<file path="config.mk">
export PLATFORM = sky130hd
export DESIGN_NAME = psw_alu_core
export DESIGN_NICKNAME = d
export VERILOG_FILES = /design/src/rtl/psw_alu_pkg.sv /design/src/rtl/psw_addsub.sv /design/src/rtl/psw_state.sv /design/src/rtl/psw_bank_map.sv /design/src/rtl/psw_alu_core.sv
export SDC_FILE = /design/constraint.sdc
export NUM_CORES = 1
export LEC_CHECK = 0
export ABC_CLOCK_PERIOD_IN_PS = 4700
export BUFFER_PORTS_ARGS = -buffer_cell sky130_fd_sc_hd__buf_2
export CORE_UTILIZATION = 54
export DETAILED_ROUTE_END_ITERATION = 7
export GPL_ROUTABILITY_DRIVEN = 0
export HOLD_SLACK_MARGIN = 0.12
export PLACE_DENSITY = 0.93
export SYNTH_ARGS = -nofsm -noshare
export SYNTH_HDL_FRONTEND = slang
export SYNTH_HIERARCHICAL = 1
export SYNTH_SLANG_ARGS = --single-unit
</file>
<file path="constraint.sdc">
create_clock -name clk -period 4.7 [get_ports clk]
set_input_delay 0.705 -clock clk [delete_from_list [all_inputs] [get_ports clk]]
set_output_delay 0.705 -clock clk [all_outputs]
set_load 0.005 [all_outputs]
</file>
<file path="src/rtl/psw_alu_pkg.sv">
package psw_alu_pkg;

    typedef enum logic [2:0] {
        OP_IDLE = 3'd0,
        OP_ADD  = 3'd1,
        OP_ADDC = 3'd2,
        OP_SUBB = 3'd3,
        OP_SETC = 3'd4,
        OP_CLRC = 3'd5
    } alu_op_e;

    localparam int unsigned BIT_CY  = 7;
    localparam int unsigned BIT_AC  = 6;
    localparam int unsigned BIT_RS1 = 4;
    localparam int unsigned BIT_RS0 = 3;
    localparam int unsigned BIT_OV  = 2;
    localparam int unsigned BIT_P   = 0;

endpackage

</file>
<file path="src/rtl/psw_addsub.sv">
module psw_addsub
    import psw_alu_pkg::*;
#(
    parameter int unsigned DATA_W = 8
) (
    input  logic [2:0]        op_i,
    input  logic [DATA_W-1:0] a_i,
    input  logic [DATA_W-1:0] b_i,
    input  logic              cy_i,
    output logic [DATA_W-1:0] res_o,
    output logic              cy_o,
    output logic              ac_o,
    output logic              ov_o
);
    localparam int unsigned NIB_W = DATA_W / 2;

    logic              use_cin;
    logic              is_sub;
    logic [DATA_W:0]   full_w;
    logic [NIB_W:0]    low_w;
    logic [DATA_W-1:0] top_w;

    always_comb begin
        is_sub  = (op_i == OP_SUBB);
        use_cin = (op_i == OP_ADDC) || (op_i == OP_SUBB);
        if (is_sub) begin
            full_w = {1'b0, a_i} - {1'b0, b_i} - {{DATA_W{1'b0}}, use_cin & cy_i};
            low_w  = {1'b0, a_i[NIB_W-1:0]} - {1'b0, b_i[NIB_W-1:0]}
                   - {{NIB_W{1'b0}}, use_cin & cy_i};
            top_w  = {1'b0, a_i[DATA_W-2:0]} - {1'b0, b_i[DATA_W-2:0]}
                   - {{(DATA_W-1){1'b0}}, use_cin & cy_i};
        end else begin
            full_w = {1'b0, a_i} + {1'b0, b_i} + {{DATA_W{1'b0}}, use_cin & cy_i};
            low_w  = {1'b0, a_i[NIB_W-1:0]} + {1'b0, b_i[NIB_W-1:0]}
                   + {{NIB_W{1'b0}}, use_cin & cy_i};
            top_w  = {1'b0, a_i[DATA_W-2:0]} + {1'b0, b_i[DATA_W-2:0]}
                   + {{(DATA_W-1){1'b0}}, use_cin & cy_i};
        end
        res_o = full_w[DATA_W-1:0];
        cy_o  = full_w[DATA_W];
        ac_o  = low_w[NIB_W];
        ov_o  = full_w[DATA_W] ^ top_w[DATA_W-1];
    end

endmodule

</file>
<file path="src/rtl/psw_state.sv">
module psw_state
    import psw_alu_pkg::*;
#(
    parameter int unsigned PSW_W = 8
) (
    input  logic             clk,
    input  logic             rst_n,
    input  logic [2:0]       op_i,
    input  logic             we_i,
    input  logic [PSW_W-1:0] wdata_i,
    input  logic             cy_new_i,
    input  logic             ac_new_i,
    input  logic             ov_new_i,
    output logic [PSW_W-1:1] psw_q_o
);
    logic [PSW_W-1:1] psw_q;
    logic [PSW_W-1:1] psw_d;
    alu_op_e          op_e;

    always_comb begin
        op_e  = alu_op_e'(op_i);
        psw_d = psw_q;
        if (we_i) begin
            psw_d = wdata_i[PSW_W-1:1];
        end else begin
            unique case (op_e)
                OP_ADD, OP_ADDC, OP_SUBB: begin
                    psw_d[BIT_CY] = cy_new_i;
                    psw_d[BIT_AC] = ac_new_i;
                    psw_d[BIT_OV] = ov_new_i;
                end
                OP_SETC: psw_d[BIT_CY] = 1'b1;
                OP_CLRC: psw_d[BIT_CY] = 1'b0;
                default: psw_d = psw_q;
            endcase
        end
    end

    always_ff @(posedge clk or negedge rst_n) begin
        if (!rst_n) psw_q <= '0;
        else        psw_q <= psw_d;
    end

    assign psw_q_o = psw_q;

    // a write loads bits 7..1 regardless of the operation
    a_r8_write_wins: assert property (@(posedge clk) disable iff (!rst_n)
        we_i |=> psw_q == $past(wdata_i[PSW_W-1:1]));
    // set and clear touch only the carry
    a_r6_setc: assert property (@(posedge clk) disable iff (!rst_n)
        (!we_i && op_i == 3'd4) |=> psw_q[BIT_CY] && $stable(psw_q[BIT_CY-1:1]));
    a_r6_clrc: assert property (@(posedge clk) disable iff (!rst_n)
        (!we_i && op_i == 3'd5) |=> !psw_q[BIT_CY] && $stable(psw_q[BIT_CY-1:1]));
    // idle holds the byte
    a_r6_idle_hold: assert property (@(posedge clk) disable iff (!rst_n)
        (!we_i && op_i == 3'd0) |=> $stable(psw_q));

endmodule

</file>
<file path="src/rtl/psw_bank_map.sv">
module psw_bank_map #(
    parameter int unsigned IDX_W  = 3,
    parameter int unsigned BANK_W = 2
) (
    input  logic [BANK_W-1:0]       bank_i,
    input  logic [IDX_W-1:0]        idx_i,
    output logic [BANK_W+IDX_W-1:0] addr_o
);
    assign addr_o = {bank_i, idx_i};
endmodule

</file>
<file path="src/rtl/psw_alu_core.sv">
module psw_alu_core
    import psw_alu_pkg::*;
#(
    parameter int unsigned DATA_W = 8,
    parameter int unsigned IDX_W  = 3
) (
    input  logic              clk,
    input  logic              rst_n,
    input  logic [2:0]        op_i,
    input  logic [DATA_W-1:0] operand_i,
    input  logic [DATA_W-1:0] acc_i,
    input  logic              psw_we_i,
    input  logic [7:0]        psw_wdata_i,
    input  logic [IDX_W-1:0]  reg_idx_i,
    output logic [DATA_W-1:0] result_o,
    output logic [7:0]        psw_o,
    output logic [IDX_W+1:0]  rn_addr_o
);
    localparam int unsigned PSW_W  = 8;
    localparam int unsigned BANK_W = 2;

    logic [PSW_W-1:1] psw_q;
    logic             cy_new, ac_new, ov_new;
    logic             parity;

    psw_addsub #(.DATA_W(DATA_W)) u_addsub (
        .op_i  (op_i),
        .a_i   (acc_i),
        .b_i   (operand_i),
        .cy_i  (psw_q[BIT_CY]),
        .res_o (result_o),
        .cy_o  (cy_new),
        .ac_o  (ac_new),
        .ov_o  (ov_new)
    );

    psw_state #(.PSW_W(PSW_W)) u_state (
        .clk      (clk),
        .rst_n    (rst_n),
        .op_i     (op_i),
        .we_i     (psw_we_i),
        .wdata_i  (psw_wdata_i),
        .cy_new_i (cy_new),
        .ac_new_i (ac_new),
        .ov_new_i (ov_new),
        .psw_q_o  (psw_q)
    );

    psw_bank_map #(.IDX_W(IDX_W), .BANK_W(BANK_W)) u_bank (
        .bank_i (psw_q[BIT_RS1:BIT_RS0]),
        .idx_i  (reg_idx_i),
        .addr_o (rn_addr_o)
    );

    assign parity = ^acc_i;
    assign psw_o  = {psw_q, parity};

    // two set sign bits always carry out on ADD
    a_r2_add_carry: assert property (@(posedge clk) disable iff (!rst_n)
        (!psw_we_i && op_i == 3'd1 && acc_i[DATA_W-1] && operand_i[DATA_W-1])
        |=> psw_o[BIT_CY]);
    // like signs in, different sign out means overflow
    a_r4_add_overflow: assert property (@(posedge clk) disable iff (!rst_n)
        (!psw_we_i && op_i == 3'd1 && acc_i[DATA_W-1] == operand_i[DATA_W-1]
         && result_o[DATA_W-1] != acc_i[DATA_W-1]) |=> psw_o[BIT_OV]);
    // bank address follows the stored select bits
    a_r7_bank_addr: assert property (@(posedge clk) disable iff (!rst_n)
        rn_addr_o[IDX_W+1:IDX_W] == psw_o[BIT_RS1:BIT_RS0]);

endmodule

</file>
==> out/results.env, run 1 <==
INITIAL_UTIL_PCT=58.7
SYNTH_ENABLE_FLOP_CELLS=0
SETUP_VIOL_COUNT_FINAL=0
NUMBER_OF_CTS_INSERTED_BUFFERS=3
FLOORPLAN.DIE.WIDTH_UM=54.6
CTS_TREE='done'
POSTCTSRESIZEDCELLS=0
RSZ0062_AT_GRT='no'
MAXIMUM_NUMBER_OF_PINS_ON_ONE_NET_BEFORE_GLOBAL_ROUTE_REPAIR=11
FIRSTDRTPASSITERS=4
CRITICAL_PATH.MAX_STAGE_DELAY_PS=430
SYN-MEAN-INSTANCE-AREA_UM2=8.25
STDCELL_COUNT=253
GRT_FIRST_PASS_WIRELENGTH_MM=5.00
CTS_SINKS=7
NORMALIZED_MAX_SLEW_MARGIN_PCT=65.7
DOMINANTREGCELLSYNTH='sky130_fd_sc_hd__dfrtp_1'
WORST-ENDPOINT-REQUIRED_PS=3990
SLOWEST_STAGE_CELL_ON_THE_CRITICAL_PATH='sky130_fd_sc_hd__fa_1'
SYNTH_SEQ_AREA_SHARE_PCT=11.7
CORE_AREA_UM2=2540
CLK_TRANSITION_REPORTED_PATHS_PS=50
CLKLATENCYLATEPIN_PS=250
MAX_FREQ_GHz=0.278
TIMING.CRITICAL_PATH.FANOUT_MAX=4
STATUS='finished clean'
SYNTH.NET_COUNT=239
FIN_CRIT_PS=3600
DETAIL-ROUTE-ANTENNA-NETS=0
WORST_SETUP_EP_TYPE='primary output'
INSERTEDDIODECOUNT=0
GRT_REMAINING_OVERFLOW=0
LARGEST_REG_FLOPS=7
ROUTE.DETAILED.WL_PER_INST_UM=13.2
NUMBER_OF_GLOBAL_ROUTE_VIAS_BEFORE_REPAIR=1175
TOTAL_POWER_DIVIDED_BY_CELL_AREA_nW_PER_UM2=210
DRIVE_GT1_SHARE_PCT=27.4
LEAKAGE_nW=0.867
MIN_PERIOD_OVER_PERIOD_PCT=76.7
POST_CTS.REPAIR.SETUP_BUFFERS=0
FINISH.INSTANCE_AREA_UM2=1730
HOLD_BUFFERS=0
CRITICAL_PATH_CELL_BY_CELL='buf_2 > nor2b_1 > nand2_1 > inv_1 > fa_1 > fa_1 > and3b_1 > o21ai_0 > xor2_1 > nor2_1 > a31oi_1 > buf_2'
PORT_BUFFERS=46
CRITICAL_PATH.TOP_DELAY_FAMILY='adder cells'
IOS=54
DP_CELLS=249
WORST_VDD_RAIL_IR_DROP_mV=0.210
DIE_AREA_UM2=2980
ROW_COUNT=18
SYN_INST=181
TIMING.SETUP.TNS_PS=0
FIN_WS_PS=1100
POSTROUTEWIRELENGTH_MM=3.35
SYNTHDOMINANTAREACELLTYPE='sky130_fd_sc_hd__ha_1'
CP_DATA_ARRIVAL_TIME_PS=2900
POST_DRT_VIA_CELL_RATIO=5.43
FLOORPLAN.DIE.HEIGHT_UM=54.6
NETLIST_AREA_BEFORE_PLACEMENT_UM2=1490
HTREE_NUM_LEVELS=1
TIMING.FINAL.MAX_SLEW_VIOLATIONS=0
SYNTH_ASYNC_SR_FLOP_SHARE_PCT=100
YS_FF_LATCH=7
CTS.ROOT.BUFFER_CELL='sky130_fd_sc_hd__clkbuf_4'
YOSYS_WARNINGS=6
REG2REG_SETUP_SLACK_PS=1520
GRT.TOTAL_USAGE_PCT=23.0
VIA_COUNT=1373
SYNTH_TOP_AREA_SHARE_PCT=17.6
PRE_CTS_SLACK_PS=948
WORST-PATH-BUF-INV=3
DR.FIRST_ITER.DRC_COUNT=29
TOP_CELLS_BY_AREA_SYNTH='sky130_fd_sc_hd__ha_1 18%, sky130_fd_sc_hd__dfrtp_1 12%, sky130_fd_sc_hd__xnor2_1 7.6%'
MAXCAPVIOLCOUNT=0
SYNTHTOLAYOUTAREAGROWTH_PCT=15.7
FINALHOLDVIOLATIONS=0
PLACEMENT.CELL_AREA_UM2=1700
HP-CLASS='in2async'
PLACE.DETAILED.HPWL_MM=2.83
CRIT_PATH_START_KIND='input pin'
WORST_PIN_SLEW_PS=511
SKEW_PS=6.31
CTSLONGESTPATHBUFFERS=2
CRITPATHKIND='in2out'
DRC=0
ANTENNA_FOUND_INITIAL=0
DESIGN.FINAL.NETS=282
YOSYS.CELL_TYPES.COUNT=40
==> Yosys cell counts, types with 2 or more instances <==
cell type	count
sky130_fd_sc_hd__a21oi_1	11
sky130_fd_sc_hd__nor2_1	11
sky130_fd_sc_hd__o21ai_0	10
sky130_fd_sc_hd__nor3_1	3
sky130_fd_sc_hd__mux2_4	2
sky130_fd_sc_hd__o31ai_1	2
sky130_fd_sc_hd__fa_1	4
sky130_fd_sc_hd__nor2b_1	7
sky130_fd_sc_hd__nand3_1	3
sky130_fd_sc_hd__buf_4	6
sky130_fd_sc_hd__o2111ai_1	2
sky130_fd_sc_hd__a211oi_1	3
sky130_fd_sc_hd__xor2_1	4
sky130_fd_sc_hd__inv_1	26
sky130_fd_sc_hd__dfrtp_1	7
sky130_fd_sc_hd__nor4b_1	2
sky130_fd_sc_hd__ha_1	21
sky130_fd_sc_hd__mux2_2	6
sky130_fd_sc_hd__nor3b_1	4
sky130_fd_sc_hd__xnor2_1	13
sky130_fd_sc_hd__nand2_1	9
sky130_fd_sc_hd__or3_1	2
sky130_fd_sc_hd__o211ai_1	3
sky130_fd_sc_hd__mux2i_1	4
==> worst paths after layout <==
kind                                                startpoint                              to  cells past startpoint
worst max-delay path                                   op_i[1]                     result_o[6]                     12
worst min-delay path                                     rst_n  u_state/psw_q_o[7]$_DFFE_PN0P_                      1
worst max register to register  u_state/psw_q_o[7]$_DFFE_PN0P_  u_state/psw_q_o[2]$_DFFE_PN0P_                     11
worst min register to register  u_state/psw_q_o[1]$_DFFE_PN0P_  u_state/psw_q_o[1]$_DFFE_PN0P_                      1
max in group asynchronous                                rst_n  u_state/psw_q_o[1]$_DFFE_PN0P_                      1
min in group clk                u_state/psw_q_o[1]$_DFFE_PN0P_  u_state/psw_q_o[1]$_DFFE_PN0P_                      1
==> per-stage QoR <==
stage,power [mW],hold slack (ps),util [%]
after detailed placement,0.308,491,66.9
after global placement,0.298,486,66.9
after global routing,0.395,269,67.9
after floorplan,0.242,409,-
after CTS,0.364,271,67.9
final,0.363,278,67.9
==> final cells by class <==
class	instances	area [µm²]
timing repair buffer	46	230
fill	222	817
clock buffer	4	26.3
inverter	26	97.6
sequential	7	175
tap	30	37.5
multi-input combinational	140	1160
==> logic make-up (layout without fill, tap and decap cells) <==
kind of cell,after synthesis,count (layout),share of synthesized area (%)
xor gates and xnor gates,18,18,11.5
DFF,7,7,11.7
muxes,12,12,9.21
AOI/OAI and AO/OA,38,38,16.8
adders and majority gates,25,25,22.9
and+or+nand+nor,47,47,17.3
buffers and inverters,34,76,10.6
==> power breakdown <==
group | total, mW | switching [mW] | internal [mW] | leakage (nW)
Combinational | 0.236 | 0.121 | 0.115 | 0.770
Clock | 0.0537 | 0.0213 | 0.0324 | 0.0150
Sequential | 0.0729 | 0.00440 | 0.0685 | 0.0818
Total | 0.363 | 0.147 | 0.216 | 0.867
==> layer usage <==
metal | part of all wire, % | track usage [%] | vias to the layer above | routed length, µm
li1 | - | - | 703 | -
met1 | 46 | 29.9 | 626 | 1520
met2 | 50 | 40.4 | 40 | 1680
met3 | 3.4 | 3.06 | 4 | 115
met4 | 0.87 | 3.85 | 0 | 29
met5 | 0 | 0 | - | 0
==> cell usage in the layout, fill, tap and decap left out, types with 4 or more instances in the layout <==
cell	Yosys	final
sky130_fd_sc_hd__buf_2	0	46
sky130_fd_sc_hd__inv_1	26	26
sky130_fd_sc_hd__ha_1	21	21
sky130_fd_sc_hd__xnor2_1	13	13
sky130_fd_sc_hd__nor2_1	11	11
sky130_fd_sc_hd__a21oi_1	11	11
sky130_fd_sc_hd__o21ai_0	10	10
sky130_fd_sc_hd__nand2_1	9	9
sky130_fd_sc_hd__nor2b_1	7	7
sky130_fd_sc_hd__dfrtp_1	7	7
sky130_fd_sc_hd__mux2_2	6	6
sky130_fd_sc_hd__xor2_1	4	4
sky130_fd_sc_hd__nor3b_1	4	4
sky130_fd_sc_hd__mux2i_1	4	4
sky130_fd_sc_hd__fa_1	4	4
Power figures use the tool's default switching activity.
==> run 2: changes to the inputs <==
- ABC_CLOCK_PERIOD_IN_PS: 4700 -> 3700
- CORE_UTILIZATION: 54 -> 51
- PLACE_DENSITY: 0.93 -> 0.89
- clock period: 4.7 -> 3.7 ns (I/O delays scaled with it)
==> out/results.env, run 2 (same netlist as run 1, synthesis figures left out) <==
STATUS='finished clean'
SEQUENTIAL_CELL_AREA_UM2=175
CLKLATENCYLATEPIN_PS=270
NUMBER_OF_GLOBAL_ROUTE_VIAS_BEFORE_REPAIR=1269
CTS.ROOT.BUFFER_CELL='sky130_fd_sc_hd__clkbuf_4'
RSZ0062_AT_GRT='no'
MET3ROUTEDLENGTH_UM=158
TOTAL_POWER_DIVIDED_BY_CELL_AREA_nW_PER_UM2=268
SETUP_VIOL_COUNT_FINAL=0
HTREE_NUM_LEVELS=1
MULTIINPUTGATEAREA_UM2=1160
TIMING.SETUP.TNS_PS=0
TIMING.CRITICAL_PATH.FANOUT_MAX=4
MAXCAPVIOLCOUNT=0
MOSTFREQUENTLAYOUTCELLS='46 x sky130_fd_sc_hd__buf_2, 26 x sky130_fd_sc_hd__inv_1, 21 x sky130_fd_sc_hd__ha_1'
TOP_SIGNAL_LAYER_USED='met4'
R2R_CELLS=11
DESIGN.FINAL.NETS=283
WORST_VDD_RAIL_IR_DROP_mV=0.271
DRC=0
SKEW_PS=6.82
DETAIL-ROUTE-ANTENNA-NETS=0
ROUTE.MET2.WL_MM=1.63
NORMALIZED_MAX_SLEW_MARGIN_PCT=66.0
LEAKAGE_nW=0.871
LAYOUT.CORE_UTILIZATION_PCT=63.1
N_FILL_CELL=248
FLOORPLAN.DIE.HEIGHT_UM=56.1
DP_CELLS=250
ROW_COUNT=19
STDCELL_COUNT=255
GRT_REMAINING_OVERFLOW=0
IOS=54
NUMBER_OF_CTS_INSERTED_BUFFERS=3
GRT.TOTAL_USAGE_PCT=22.3
LARGEST_REG_FLOPS=7
MAX_FREQ_GHz=0.303
TIMING.FINAL.MAX_SLEW_VIOLATIONS=0
FLOORPLAN.DIE.WIDTH_UM=56.1
DIE_AREA_UM2=3150
POST_CTS.REPAIR.SETUP_BUFFERS=0
WORSTHOLDPATHCELLS=1
FIN_CRIT_PS=3300
MAXIMUM_NUMBER_OF_PINS_ON_ONE_NET_BEFORE_GLOBAL_ROUTE_REPAIR=11
GRT_FIRST_PASS_WIRELENGTH_MM=5.57
CRIT_PATH_START_KIND='input pin'
FINISH.INSTANCE_AREA_UM2=1740
POST_DRT_VIA_CELL_RATIO=5.37
POSTROUTEWIRELENGTH_MM=3.35
CTS_TREE='done'
CLK_TRANSITION_REPORTED_PATHS_PS=50
WORST_SETUP_EP_TYPE='register'
CRITPATHKIND='in2reg'
INITIAL_UTIL_PCT=54.2
ROUTE.DETAILED.WL_PER_INST_UM=13.1
WORST-ENDPOINT-REQUIRED_PS=3850
CORE_AREA_UM2=2760
POSTCTSRESIZEDCELLS=0
FINALHOLDVIOLATIONS=0
CTSLONGESTPATHBUFFERS=2
FIRSTDRTPASSITERS=5
WL_MET1_MM=1.50
HP-CLASS='reg2reg'
LAYOUT.CELLS.MOST_COMMON='sky130_fd_sc_hd__buf_2'
DR.FIRST_ITER.DRC_COUNT=32
PLACE.DETAILED.HPWL_MM=2.75
ANTENNA_FOUND_INITIAL=0
POWER.TOTAL_uW=467
SYNTHTOLAYOUTAREAGROWTH_PCT=16.4
PORT_BUFFERS=46
MIN_PERIOD_OVER_PERIOD_PCT=89.3
CTS_SINKS=7
DRIVE_GT1_SHARE_PCT=27.2
WORST_PIN_SLEW_PS=507
PLACEMENT.CELL_AREA_UM2=1700
INSERTEDDIODECOUNT=0
CP_DATA_ARRIVAL_TIME_PS=3460
VIA_COUNT=1369
## run 2: power by group
part           internal (mW)  total (mW)  switching [mW]
Clock                 0.0415      0.0759          0.0344
Combinational          0.146       0.299           0.152
Sequential            0.0869      0.0920         0.00506
## run 2: repair_timing
item                                    in CTS  in global routing
hold buffers                                 1                  0
hold endpoints to repair                     7                  0
endpoints found under the setup margin       0                  0
## run 2: worst paths after layout
path | end | slack (ps) | start
worst min-delay path | u_state/psw_q_o[5]$_DFFE_PN0P_ | 500 | u_state/psw_q_o[5]$_DFFE_PN0P_
worst max register to register | u_state/psw_q_o[2]$_DFFE_PN0P_ | 560 | u_state/psw_q_o[7]$_DFFE_PN0P_
max in group asynchronous | u_state/psw_q_o[5]$_DFFE_PN0P_ | 2860 | rst_n
worst min register to register | u_state/psw_q_o[5]$_DFFE_PN0P_ | 500 | u_state/psw_q_o[5]$_DFFE_PN0P_
worst max-delay path | u_state/psw_q_o[2]$_DFFE_PN0P_ | 400 | op_i[1]
min in group asynchronous | u_state/psw_q_o[6]$_DFFE_PN0P_ | 680 | rst_n
## run 2: through the flow
stage	hold slack, ps	setup WS, ps
floorplan	259	466
detailed placement	396	135
CTS	501	392
finish	500	395
global route	521	207
global placement	393	214
## run 2: metal layers
layer  track usage, %  vias up
met4             5.92        0
met2             36.1       38
met3             4.88        8
li1                 -      702
met1             30.1      621
met5                0        -
## run 2: worst max-delay path, stage by stage
cell                      delay [ps]
sky130_fd_sc_hd__buf_2           120
sky130_fd_sc_hd__nor2b_1         140
sky130_fd_sc_hd__nand2_1         100
sky130_fd_sc_hd__inv_1            60
sky130_fd_sc_hd__fa_1            410
sky130_fd_sc_hd__fa_1            420
sky130_fd_sc_hd__and3b_1         230
sky130_fd_sc_hd__or3_1           380
sky130_fd_sc_hd__and4_1          220
sky130_fd_sc_hd__xnor3_1         200
sky130_fd_sc_hd__mux2i_1          90
sky130_fd_sc_hd__mux2_4          280
sky130_fd_sc_hd__mux2_2          260
## run 2: final cells by class
class | instances | share of cell area, %
sequential | 7 | 10.1
timing repair buffer | 47 | 13.8
tap | 31 | 2.23
multi-input combinational | 140 | 66.8
inverter | 26 | 5.61
clock buffer | 4 | 1.51
==> run 3: changes to the inputs <==
- ABC_CLOCK_PERIOD_IN_PS: 3700 -> 2820
- CORE_UTILIZATION: 51 -> 46
- PLACE_DENSITY: 0.89 -> 0.8
- clock period: 3.7 -> 2.82 ns (I/O delays scaled with it)
==> out/results.env, run 3 (same netlist as run 1, synthesis figures left out) <==
STATUS='finished, violations left'
FAILED_CHECKS='setup timing'
WORST_SETUP_EP_TYPE='register'
POST_DRT_VIA_CELL_RATIO=5.10
CLK_TRANSITION_REPORTED_PATHS_PS=50
GRT_FIRST_PASS_WIRELENGTH_MM=6.31
CTS_SINKS=7
CP_DATA_ARRIVAL_TIME_PS=3000
FINISH.INSTANCE_AREA_UM2=2200
TOTAL_POWER_DIVIDED_BY_CELL_AREA_nW_PER_UM2=341
FIN_WS_PS=-44.5
SKEW_PS=2.15
CTS.ROOT.BUFFER_CELL='sky130_fd_sc_hd__clkbuf_4'
ROUTE.DETAILED.WL_PER_INST_UM=13.2
NUMBER_OF_CTS_INSERTED_BUFFERS=3
CRITPATHKIND='reg2reg'
DETAIL-ROUTE-ANTENNA-NETS=0
DRIVE_GT1_SHARE_PCT=47.0
CRITICAL_PATH.MAX_STAGE_DELAY_PS=400
STDCELL_COUNT=312
CRIT_PATH_START_KIND='register'
HP-CLASS='in2reg'
FIN_CRIT_PS=2860
POSTROUTEWIRELENGTH_MM=4.11
FINALHOLDVIOLATIONS=0
ANTENNA_FOUND_INITIAL=0
CORE_AREA_UM2=3080
WORST_PIN_SLEW_PS=423
MOSTFREQUENTLAYOUTCELLS='44 x sky130_fd_sc_hd__buf_2, 44 x sky130_fd_sc_hd__buf_4, 24 x sky130_fd_sc_hd__inv_1'
DP_CELLS=300
SLOWEST_STAGE_CELL_ON_THE_CRITICAL_PATH='sky130_fd_sc_hd__fa_2'
WORST-PATH-BUF-INV=1
DRC=0
NORMALIZED_MAX_SLEW_MARGIN_PCT=71.7
LEAKAGE_nW=1.11
ROW_COUNT=20
WORST-ENDPOINT-REQUIRED_PS=2960
SETUP_VIOL_COUNT_FINAL=2
POWER.TOTAL_uW=748
CTS_TREE='done'
NUMBER_OF_GLOBAL_ROUTE_VIAS_BEFORE_REPAIR=1487
DESIGN.FINAL.NETS=327
FIRSTDRTPASSITERS=4
PORT_BUFFERS=46
MIN_PERIOD_OVER_PERIOD_PCT=102
LAYOUT.CORE_UTILIZATION_PCT=71.3
VIA_COUNT=1592
MAXIMUM_NUMBER_OF_PINS_ON_ONE_NET_BEFORE_GLOBAL_ROUTE_REPAIR=11
MAX_FREQ_GHz=0.349
CLKLATENCYLATEPIN_PS=250
WORST_VDD_RAIL_IR_DROP_mV=0.264
SYNTHTOLAYOUTAREAGROWTH_PCT=47.0
TIMING.CRITICAL_PATH.FANOUT_MAX=3
INSERTEDDIODECOUNT=0
LARGEST_REG_FLOPS=7
RSZ0062_AT_GRT='yes'
TIMING.FINAL.MAX_SLEW_VIOLATIONS=0
DR.FIRST_ITER.DRC_COUNT=46
FLOORPLAN.DIE.WIDTH_UM=59.0
CRITICAL_PATH.TOP_DELAY_FAMILY='simple AND/OR/NAND/NOR gates'
IOS=54
CTSLONGESTPATHBUFFERS=2
DIE_AREA_UM2=3480
HTREE_NUM_LEVELS=1
WHS_PS=403
PLACE.DETAILED.HPWL_MM=3.32
CRITICAL_PATH_CELL_BY_CELL='nand2_2 > inv_2 > fa_2 > fa_2 > and3b_1 > or3_1 > and4_1 > xnor3_1 > mux2i_1 > mux2_4 > mux2_4'
PLACEMENT.CELL_AREA_UM2=2020
FLOORPLAN.DIE.HEIGHT_UM=59.0
GRT_REMAINING_OVERFLOW=0
INITIAL_UTIL_PCT=48.5
MAXCAPVIOLCOUNT=0
GRT.TOTAL_USAGE_PCT=23.6
[run 3: layout make-up]
class | count | area [µm²]
Sequential cell | 7 | 175
Tap cell | 44 | 55.1
Fill cell | 247 | 882
Clock buffer | 4 | 26.3
Multi-Input combinational cell | 140 | 1260
Inverter | 26 | 97.6
Timing Repair Buffer | 91 | 583
[run 3: routing by layer]
layer | track usage (%) | part of all wire [%]
met1 | 29.6 | 42
met5 | 0 | 0
met4 | 4.76 | 1.2
met3 | 3.93 | 4.2
met2 | 42.4 | 53
[run 3: final timing paths]
| path | startpoint | endpoint | slack, ps | cells after the start |
|---|---|---|---|---|
| min reg2reg | u_state/psw_q_o[1]$_DFFE_PN0P_ | u_state/psw_q_o[1]$_DFFE_PN0P_ | 520 | 1 |
| max in group asynchronous | rst_n | u_state/psw_q_o[6]$_DFFE_PN0P_ | 2110 | 2 |
| max | u_state/psw_q_o[7]$_DFFE_PN0P_ | u_state/psw_q_o[2]$_DFFE_PN0P_ | -40 | 11 |
| max reg2reg | u_state/psw_q_o[7]$_DFFE_PN0P_ | u_state/psw_q_o[2]$_DFFE_PN0P_ | -40 | 11 |
| min | psw_wdata_i[5] | u_state/psw_q_o[5]$_DFFE_PN0P_ | 400 | 2 |
| min in group asynchronous | rst_n | u_state/psw_q_o[3]$_DFFE_PN0P_ | 540 | 2 |
[run 3: power by group]
part	internal (mW)	total [mW]	switching, mW
registers	0.114	0.122	0.00816
logic	0.292	0.533	0.241
clock network	0.0541	0.0931	0.0390
[run 3: stage by stage]
stage,worst slack (ps),setup TNS [ps]
2_1_floorplan,-73.4,-73.4
5_1_grt,-180,-460
3_3_place_gp,-246,-466
6_report,-44.5,-50.5
4_1_cts,-29.2,-60.8
3_5_place_dp,-300,-684
[run 3: repair_timing]
action,4_1_cts,5_1_grt
resized for setup,15,12
pin swaps,9,9
setup endpoints to repair,5,5
hold buffers,1,0
hold endpoints to repair,7,0
setup buffers,4,3
cloned,0,0
[run 3: worst register-to-register path, cell delays in order (launching register included)]
cell and delay [ps]:
sky130_fd_sc_hd__dfrtp_1 380, sky130_fd_sc_hd__nand2_2 70, sky130_fd_sc_hd__inv_2 40, sky130_fd_sc_hd__fa_2 350
sky130_fd_sc_hd__fa_2 400, sky130_fd_sc_hd__and3b_1 210, sky130_fd_sc_hd__or3_1 300, sky130_fd_sc_hd__and4_1 170
sky130_fd_sc_hd__xnor3_1 200, sky130_fd_sc_hd__mux2i_1 80, sky130_fd_sc_hd__mux2_4 280, sky130_fd_sc_hd__mux2_4 260
